--- config.mk ---
export PLATFORM = sky130hd
export DESIGN_NAME = cctimer
export DESIGN_NICKNAME = d
export VERILOG_FILES = /design/src/rtl/cct_pkg.sv /design/src/rtl/cct_tick_gen.sv /design/src/rtl/cct_cap_in.sv /design/src/rtl/cct_evt.sv /design/src/rtl/cctimer.sv
export SDC_FILE = /design/constraint.sdc
export NUM_CORES = 1
export LEC_CHECK = 0
export BUFFER_PORTS_ARGS = -buffer_cell sky130_fd_sc_hd__buf_2
export CORE_AREA = 2 2 128 130
export CTS_CLUSTER_SIZE = 16
export DETAILED_ROUTE_END_ITERATION = 7
export DIE_AREA = 0 0 130 132
export HOLD_SLACK_MARGIN = 0.1
export PLACE_DENSITY = 0.76
export SKIP_LAST_GASP = 1
export SLEW_MARGIN = 20
export SYNTH_ARGS = -nofsm -noshare
export SYNTH_HDL_FRONTEND = slang
export SYNTH_HIERARCHICAL = 1
export SYNTH_SLANG_ARGS = --single-unit
--- constraint.sdc ---
create_clock -name clk -period 3.7 [get_ports clk]
set_input_delay 0.37 -clock clk [delete_from_list [all_inputs] [get_ports clk]]
set_output_delay 0.37 -clock clk [all_outputs]
set_load 0.01 [all_outputs]
--- src/rtl/cct_pkg.sv ---
package cct_pkg;

  localparam int PRE_W  = 8;
  localparam int MODE_W = 16;
  localparam int N_EVT  = 2;

  typedef enum logic [2:0] {
    A_MODE  = 3'd0,
    A_ROUTE = 3'd1,
    A_REF   = 3'd2,
    A_CAP   = 3'd3,
    A_CNT   = 3'd4,
    A_EVT   = 3'd5
  } cct_addr_e;

  typedef enum logic [1:0] {
    SRC_OFF = 2'b00,
    SRC_BUS = 2'b01,
    SRC_DIV = 2'b10,
    SRC_EXT = 2'b11
  } cct_src_e;

  typedef struct packed {
    logic [PRE_W-1:0] presc;
    logic             rsvd;
    logic             freeze;
    logic [1:0]       cap_edge;
    logic             toggle;
    logic             restart;
    logic [1:0]       src;
  } cct_mode_t;

  localparam int EV_CAP = 0;
  localparam int EV_REF = 1;

endpackage

--- src/rtl/cct_tick_gen.sv ---
module cct_tick_gen
  import cct_pkg::*;
#(
  parameter int DIV_W  = 4,
  parameter int SYNC_N = 2
) (
  input  logic             clk,
  input  logic             rst_n,
  input  logic [1:0]       src,
  input  logic [PRE_W-1:0] presc,
  input  logic             frz,
  input  logic             phase_clr,
  input  logic             ext_clk,
  output logic             tick
);

  logic [SYNC_N:0]    ext_q, ext_nxt;
  logic [DIV_W-1:0]   div_q, div_nxt;
  logic [PRE_W-1:0]   pcnt_q, pcnt_nxt;
  logic               ext_rise;
  logic               src_en;

  assign ext_nxt  = {ext_q[SYNC_N-1:0], ext_clk};
  assign ext_rise = ext_q[SYNC_N-1] & ~ext_q[SYNC_N];

  always_comb begin
    src_en = 1'b0;
    case (src)
      SRC_BUS: src_en = 1'b1;
      SRC_DIV: src_en = &div_q;
      SRC_EXT: src_en = ext_rise;
      default: src_en = 1'b0;
    endcase
    if (frz) src_en = 1'b0;
  end

  always_comb begin
    div_nxt = div_q;
    if (phase_clr)                     div_nxt = '0;
    else if (src == SRC_DIV && !frz)   div_nxt = div_q + 1'b1;
  end

  always_comb begin
    pcnt_nxt = pcnt_q;
    if (phase_clr)   pcnt_nxt = '0;
    else if (src_en) pcnt_nxt = (pcnt_q == presc) ? '0 : pcnt_q + 1'b1;
  end

  assign tick = src_en && (pcnt_q == presc);

  always_ff @(posedge clk or negedge rst_n) begin
    if (!rst_n) begin
      ext_q  <= '0;
      div_q  <= '0;
      pcnt_q <= '0;
    end else begin
      ext_q  <= ext_nxt;
      div_q  <= div_nxt;
      pcnt_q <= pcnt_nxt;
    end
  end

endmodule

--- src/rtl/cct_cap_in.sv ---
module cct_cap_in #(
  parameter int SYNC_N = 2
) (
  input  logic       clk,
  input  logic       rst_n,
  input  logic       pin,
  input  logic [1:0] edge_sel,
  output logic       hit
);

  logic [SYNC_N:0] sq, sq_nxt;
  logic            rise, fall;

  assign sq_nxt = {sq[SYNC_N-1:0], pin};
  assign rise   = sq[SYNC_N-1] & ~sq[SYNC_N];
  assign fall   = ~sq[SYNC_N-1] & sq[SYNC_N];
  assign hit    = (edge_sel[0] & rise) | (edge_sel[1] & fall);

  always_ff @(posedge clk or negedge rst_n) begin
    if (!rst_n) sq <= '0;
    else        sq <= sq_nxt;
  end

endmodule

--- src/rtl/cct_evt.sv ---
module cct_evt #(
  parameter int N = 2
) (
  input  logic         clk,
  input  logic         rst_n,
  input  logic [N-1:0] set,
  input  logic [N-1:0] wr_clr,
  input  logic [N-1:0] ack,
  input  logic [N-1:0] dma_sel,
  output logic [N-1:0] flags,
  output logic         irq,
  output logic [N-1:0] dma_req
);

  logic [N-1:0] flag_q, flag_nxt;

  for (genvar i = 0; i < N; i++) begin : g_flag
    assign flag_nxt[i] = set[i] | (flag_q[i] & ~(wr_clr[i] | (ack[i] & dma_sel[i])));
  end

  always_ff @(posedge clk or negedge rst_n) begin
    if (!rst_n) flag_q <= '0;
    else        flag_q <= flag_nxt;
  end

  assign flags   = flag_q;
  assign irq     = |(flag_q & ~dma_sel);
  assign dma_req = flag_q & dma_sel;

endmodule

--- src/rtl/cctimer.sv ---
module cctimer
  import cct_pkg::*;
#(
  parameter int CNT_W  = 32,
  parameter int DIV_W  = 4,
  parameter int SYNC_N = 2
) (
  input  logic             clk,
  input  logic             rst_n,
  input  logic             wr_en,
  input  logic [2:0]       addr,
  input  logic [CNT_W-1:0] wdata,
  output logic [CNT_W-1:0] rdata,
  input  logic             ext_clk,
  input  logic             cap_in,
  input  logic             halt,
  output logic             cmp_out,
  output logic             irq,
  output logic [N_EVT-1:0] dma_req,
  input  logic [N_EVT-1:0] dma_ack
);

  // reset: asserted asynchronously, released on a clock edge
  logic [1:0] rs_q;
  logic       srst_n;

  always_ff @(posedge clk or negedge rst_n) begin
    if (!rst_n) rs_q <= '0;
    else        rs_q <= {rs_q[0], 1'b1};
  end
  assign srst_n = rs_q[1];

  cct_mode_t        mode_q, mode_nxt;
  logic [N_EVT-1:0] route_q, route_nxt;
  logic [CNT_W-1:0] ref_q, ref_nxt;
  logic [CNT_W-1:0] cap_q, cap_nxt;
  logic [CNT_W-1:0] cnt_q, cnt_nxt, cnt_adv;
  logic             tout_q, tout_nxt;

  logic             wr_mode, wr_route, wr_ref, cnt_wr, wr_evt;
  logic             tick, frz, cap_hit, ref_hit;
  logic [N_EVT-1:0] evt_set, evt_clr, flags;

  assign wr_mode  = wr_en && (addr == A_MODE);
  assign wr_route = wr_en && (addr == A_ROUTE);
  assign wr_ref   = wr_en && (addr == A_REF);
  assign cnt_wr   = wr_en && (addr == A_CNT);
  assign wr_evt   = wr_en && (addr == A_EVT);

  assign frz = halt && mode_q.freeze;

  cct_tick_gen #(.DIV_W(DIV_W), .SYNC_N(SYNC_N)) u_tick (
    .clk       (clk),
    .rst_n     (srst_n),
    .src       (mode_q.src),
    .presc     (mode_q.presc),
    .frz       (frz),
    .phase_clr (cnt_wr),
    .ext_clk   (ext_clk),
    .tick      (tick)
  );

  cct_cap_in #(.SYNC_N(SYNC_N)) u_cap (
    .clk      (clk),
    .rst_n    (srst_n),
    .pin      (cap_in),
    .edge_sel (mode_q.cap_edge),
    .hit      (cap_hit)
  );

  // next-state logic
  always_comb begin
    mode_nxt = mode_q;
    if (wr_mode) begin
      mode_nxt      = cct_mode_t'(wdata[MODE_W-1:0]);
      mode_nxt.rsvd = 1'b0;
    end
  end

  assign route_nxt = wr_route ? wdata[N_EVT-1:0] : route_q;
  assign ref_nxt   = wr_ref   ? wdata            : ref_q;

  assign cnt_adv = (mode_q.restart && (cnt_q == ref_q)) ? '0 : cnt_q + 1'b1;

  always_comb begin
    cnt_nxt = cnt_q;
    if (cnt_wr)    cnt_nxt = '0;
    else if (tick) cnt_nxt = cnt_adv;
  end

  assign ref_hit  = tick && !cnt_wr && (cnt_adv == ref_q);
  assign cap_nxt  = cap_hit ? cnt_q : cap_q;
  assign tout_nxt = mode_q.toggle ? (tout_q ^ ref_hit) : ref_hit;

  always_comb begin
    evt_set         = '0;
    evt_set[EV_CAP] = cap_hit;
    evt_set[EV_REF] = ref_hit;
  end
  assign evt_clr = wr_evt ? wdata[N_EVT-1:0] : '0;

  cct_evt #(.N(N_EVT)) u_evt (
    .clk     (clk),
    .rst_n   (srst_n),
    .set     (evt_set),
    .wr_clr  (evt_clr),
    .ack     (dma_ack),
    .dma_sel (route_q),
    .flags   (flags),
    .irq     (irq),
    .dma_req (dma_req)
  );

  // state registers
  always_ff @(posedge clk or negedge srst_n) begin
    if (!srst_n) begin
      mode_q  <= '0;
      route_q <= '0;
      ref_q   <= '0;
      cap_q   <= '0;
      cnt_q   <= '0;
      tout_q  <= 1'b0;
    end else begin
      mode_q  <= mode_nxt;
      route_q <= route_nxt;
      ref_q   <= ref_nxt;
      cap_q   <= cap_nxt;
      cnt_q   <= cnt_nxt;
      tout_q  <= tout_nxt;
    end
  end

  assign cmp_out = tout_q;

  // read mux
  always_comb begin
    rdata = '0;
    case (addr)
      A_MODE:  rdata[MODE_W-1:0] = mode_q;
      A_ROUTE: rdata[N_EVT-1:0]  = route_q;
      A_REF:   rdata             = ref_q;
      A_CAP:   rdata             = cap_q;
      A_CNT:   rdata             = cnt_q;
      A_EVT:   rdata[N_EVT-1:0]  = flags;
      default: rdata             = '0;
    endcase
  end

endmodule

Word-level counts from Yosys, hierarchy flattened --
Cells that the tools add are included.
Cells by class: $mul 0, divide/modulo/power cells 0, equality and inequality tests 11, shift operators 0, reductions and logical operators 19, multiplexer cells 15, add/subtract/negate cells 3, bitwise logic cells 23, magnitude comparators 0
Operator list (count):
- 32-bit 2-to-1 mux | 3
- 32-bit equality test | 2
- 14-bit case mux with 4 select lines | 1
- 16-bit case mux with 3 select lines | 1
- 32-bit by 1-bit adder with 32-bit output (second input constant) | 1
- 8-bit 2-to-1 mux | 3
- 2-bit case mux with 6 select lines | 1
- 1-bit logical AND | 11
- 1-bit AND | 9
- 8-bit by 1-bit adder with 8-bit output (second input constant) | 1
- 8-bit equality test | 1
- 4-bit 2-to-1 mux | 2
- 3-bit by 2-bit equality test with 1-bit output (second input constant) | 2
- 3-bit equality test (second input constant) | 2
- 2-bit nonzero test | 3
- 1-bit NOT | 5
- 1-bit OR | 5
- 4-bit by 1-bit adder with 4-bit output (second input constant) | 1
- 2-bit AND | 2
- 2-bit equality test (second input constant) | 2
- 4-bit AND reduction | 1
- 3-bit by 1-bit equality test with 1-bit output (second input constant) | 1
- 3-bit logical NOT | 1
- 1-bit case mux with 3 select lines | 1
- other kinds (7) | 9
Word-level totals: flip-flop bits (word level) 136, bits in read-only memories 0, word-level logic and storage cells 88, memories kept 0, output and inout port bits 36, RAM bits 0, bits in latches 0

Depth between registers and ports, before layout --
word-level depth 9, mapped depth 13

Cells and area by module --
Netlist, hierarchy kept.
Modules (own cells, without submodules):
- cctimer | times used 1, sequential area each 2902.8 um^2, cells an instance 812, area each 7465.9 um^2
- cct_tick_gen | times used 1, sequential area each 375.4 um^2, cells an instance 88, area each 860.8 um^2
- cct_evt | times used 1, sequential area each 50.0 um^2, cells an instance 13, area each 110.1 um^2
- cct_cap_in | times used 1, sequential area each 75.1 um^2, cells an instance 6, area each 95.1 um^2

Worst setup path after synthesis --
Ideal clock, no wire load.
path kind register -> register, from register ref_q[24], to register tout_q, in the netlist cmp_out, clock period less this slack 3.014 ns, cell stages (with the launch flop) 12, slack 0.686 ns, data required time 3.578 ns, arrival 2.891 ns, path buffers 2, cells stage by stage dfrtp_1 -> clkbuf_1 -> xnor2_1 -> nand4_1 -> or4_4 -> or3_1 -> buf_2 -> or3_1 -> a221oi_2 -> and4b_1 -> o2111a_2 -> xnor2_1
Between the ends: word-level cells in the longest chain between the ends 7
Ends and longest elaborated chain:
- start, declared | line cctimer.sv:35 | logic [CNT_W-1:0] ref_q, ref_nxt;
- start signal, assigned | line cctimer.sv:126 | ref_q <= ref_nxt;
- 32-bit equality test | line cctimer.sv:83 | assign cnt_adv = (mode_q.restart && (cnt_q == ref_q)) ? '0 : cnt_q + 1'b1;
- 1-bit logical AND | line cctimer.sv:83
- 32-bit 2-to-1 mux | line cctimer.sv:83
- 32-bit equality test (*) | line cctimer.sv:91 | assign ref_hit = tick && !cnt_wr && (cnt_adv == ref_q);
- 1-bit logical AND (*) | line cctimer.sv:91
- via ref_hit | line cctimer.sv:41 | logic tick, frz, cap_hit, ref_hit;
- 1-bit XOR | line cctimer.sv:93 | assign tout_nxt = mode_q.toggle ? (tout_q ^ ref_hit) : ref_hit;
- 1-bit 2-to-1 mux (*) | line cctimer.sv:93
- via tout_nxt | line cctimer.sv:38 | logic tout_q, tout_nxt;
- end signal, assigned | line cctimer.sv:129 | tout_q <= tout_nxt;
- end, declared | line cctimer.sv:38
Mark *: on every way through the listed nets, which the timed path passes. The rest lies on a longest branch. A chain may end at the register's enable or synchronous reset.

Worst setup path after layout --
from register cnt_q[0], to register tout_q, in the netlist cmp_out
Between the ends: word-level cells in the longest chain between the ends 7, elaborated cells between the ends (all ways) 8, classes of those cells 1 x add/sub; 2 x eq/ne; 2 x mux; 1 x bitwise; 2 x reduce/logical
Ends and longest elaborated chain:
- start, declared | line cctimer.sv:37 | logic [CNT_W-1:0] cnt_q, cnt_nxt, cnt_adv;
- start signal, assigned | line cctimer.sv:128 | cnt_q <= cnt_nxt;
- branches (longest 2 deep; another with 32-bit by 1-bit adder with 32-bit output)
- 32-bit 2-to-1 mux (*) | line cctimer.sv:83
- 32-bit equality test (*) | line cctimer.sv:91
- 1-bit logical AND (*) | line cctimer.sv:91
- via ref_hit | line cctimer.sv:41
- 1-bit XOR | line cctimer.sv:93
- 1-bit 2-to-1 mux (*) | line cctimer.sv:93
- via tout_nxt | line cctimer.sv:38
Mark *: on every way through the listed nets, which the timed path passes.

==> metrics.txt <==
Worst EP arrival about 3.8 ns; Period Utilization, post-route 0.9306; most common cell in the synthesized netlist dfrtp_1; critical path buffer and inverter count 0; Via Count between 7000 and 8000; area grow syn2layout 15.88%; vias per cell 6.332; critical path class reg2reg; asr flop ratio synth 1.000; cts bufs inserted 17; total gr overflow 0; Slew Viols, Final 0; placed insts 1182; Seq cells post-synth 136; final wirelength 26280 um; max-cap viol count 0; WL per Instance 21.59 um; Synth area leader dfrtp_1; crit path time final around 3.4 ns; Post-Synthesis Cells 919; Final setup viols 0; CTS HTree Levels 4; first-pass GRT wire length approximately 42000 um; dpl hpwl between 15000 and 20000 um; top cells by count, synth dfrtp_1 (136), nand2_1 (96), mux2_2 (82); TritonCTS clock tree built; number of synthesized flops with an enable pin 0; Min-Delay Path Class in2reg; fraction of the yosys area taken by sequential cells 0.3989; nets slightly above 1000; drt first pass iters 5; worst skew pair latency ~0.43 ns; Worst path slowest cell or4_4; Lkg Pwr between 4 and 5 nW; clk root buf clkbuf_16; largest net degree at the start of global routing 75; P per Cell Area ~470 mW/mm^2; Die W around 130 um; skew final ~0.010 ns; total of warnings raised by yosys 6; Routed Antenna Nets 0; DR iter-0 viols just over 1000; Critical Path Fanout Max 11; Worst Path Required between 4 and 5 ns; mean post-synth cell area ~9.3 sq um; DRC 0; capturing element type of the critical path register; worst path cell trace ha_1 > nand4_1 > or4_4 > nor4_1 > nand2b_1 > and3_1 > o2111ai_1 > a211oi_1 > o2111a_2 > xnor2_1; vias in the first global route 7430; Worst-Margin Slew roughly 0.82 ns; initial core utilization 0.5430; status finished, final reports clean; diodes inserted 0; Final Hold Fails 0; Clk pin slew, worst setup/hold paths approximately 0.060 ns; full die area around 0.017 sq mm; RSZ-0062 raised after global routing no; GPL Wtd Cong about 1.1; post-synth top area share 0.3989; Mapped Area around 0.0085 sq mm; Most used DFF post-synth dfrtp_1; post-synth cell types 75; fraction of layout cells with a size suffix above 1 0.2577; Post-Layout Cell Count approximately 1200; # rows 46; Area contributors post-synth dfrtp_1 (40%), mux2_2 (11%), xnor2_1 (5.6%); IO buf count 78; die height approximately 130 um; Post-CTS Setup Bufs 0; IO Count approximately 80; CTS max path bufs 2; Worst slew margin 0.4549; clock sink total around 140; startpoint types register; Core ar. about 0.016 sq mm; VDD IR-drop max between 0.3 and 0.4 mV; setup_tns 0 ns; initial antenna violation count 0; Total GRT Usage 0.3209; Worst path top cell family by delay simple AND/OR/NAND/NOR gates; Hold Slack between 0.15 and 0.2 ns; FMAX 0.2904 GHz; Power Total ~4.7 mW; final core occ 0.6292; syn_nets approximately 970; Max stage delay on crit path 0.67 ns
what timing repair did:
action / 4_1_cts / 5_1_grt
gates resized for setup: 0 / 2
hold endpoints to repair: 4 / 0
hold buffers: 3 / 0
setup endpoints to repair: 0 / 2
power breakdown:
part	internal [mW]	switching, mW	leakage (nW)
registers	1.66	0.286	1.75
logic	0.487	0.490	2.19
clock network	1.03	0.711	0.284
per-layer routing:
metal | global-route usage | up-vias | part of all wire
met2 | 0.4666 | 437 | 0.45
met4 | 0.09618 | 0 | 0.024
met5 | 0 | - | 0
met3 | 0.08929 | 63 | 0.10
li1 | - | 3449 | -
met1 | 0.4682 | 3757 | 0.42
cell usage in the layout, fill, tap and decap left out, types with 5 or more instances in the layout:
cell type  netlist  final
buf_2           10     78
a22o_1           6      6
a21oi_1         46     46
nor3_1          17     16
and4_1           7      7
xor2_1          15     15
or3_1           13     13
or4_1            9      8
nand2_1         96     96
mux2i_1         35     35
inv_1           17     17
nand2b_1        13     13
o21ai_0         62     62
nor2_1          61     58
nand4_1         26     26
and3_1           8      8
nand3_1         24     24
xnor2_1         55     55
inv_6            0      6
nand3b_1        11     11
and2_1           5      5
dfrtp_1        136    135
mux2_2          82     82
buf_4            0     41
nor4_1          23     22
clkbuf_16        0     17
registers in the layout, summed over array words and instances, names as in the netlist:
register       cells
cnt_q             32
ref_q             32
cap_q             32
rs_q               2
u_tick/pcnt_q      8
cmp_out            1
route_q            2
u_tick/ext_q       3
u_tick/div_q       4
u_cap/sq           3
mode_q            15
u_evt/flags        2
cells by family after synthesis:
kind of cell,share of synthesized area
other cells,0.0004395
xor+xnor,0.07992
simple gates,0.2058
flops,0.3989
buf+inv,0.04121
fa+ha+maj,0.004400
compound gates,0.1175
mux,0.1519
final timing paths:
kind,start,endpoint,slack (ns),cells after the start
worst max-delay path,cnt_q[0]$_DFFE_PN0P_,cmp_out$_DFF_PN0_,0.26,10
worst min-delay path,wdata[25],ref_q[25]$_DFFE_PN0P_,0.17,2
worst max register to register,cnt_q[0]$_DFFE_PN0P_,cmp_out$_DFF_PN0_,0.26,10
worst min register to register,u_tick/ext_q[0]$_DFF_PN0_,u_tick/ext_q[1]$_DFF_PN0_,0.35,0
max in group asynchronous,rs_q[1]$_DFF_PN0_,cap_q[13]$_DFFE_PN0P_,2.39,1
min in group asynchronous,rst_n,rs_q[1]$_DFF_PN0_,0.25,2
final cells by class:
class / count / area (sq um)
sequential: 136 / 3407
inverter: 17 / 63.81
fill: 1264 / 5826
clock buffer: 19 / 442.9
clock inverter: 13 / 155.1
multi-input combinational: 693 / 4800
timing repair buffer: 123 / 748.2
tap: 216 / 270.3
stage by stage:
step / instance area (sq um) / setup slack (ns)
6_report: 9887 / 0.2569
5_1_grt: 9887 / 0.02253
4_1_cts: 9877 / 0.1657
3_5_place_dp: 9249 / 0.1905
3_3_place_gp: 9249 / 0.2768
2_1_floorplan: 8533 / 0.6862
Note: power is estimated with default switching activity, not from simulation.
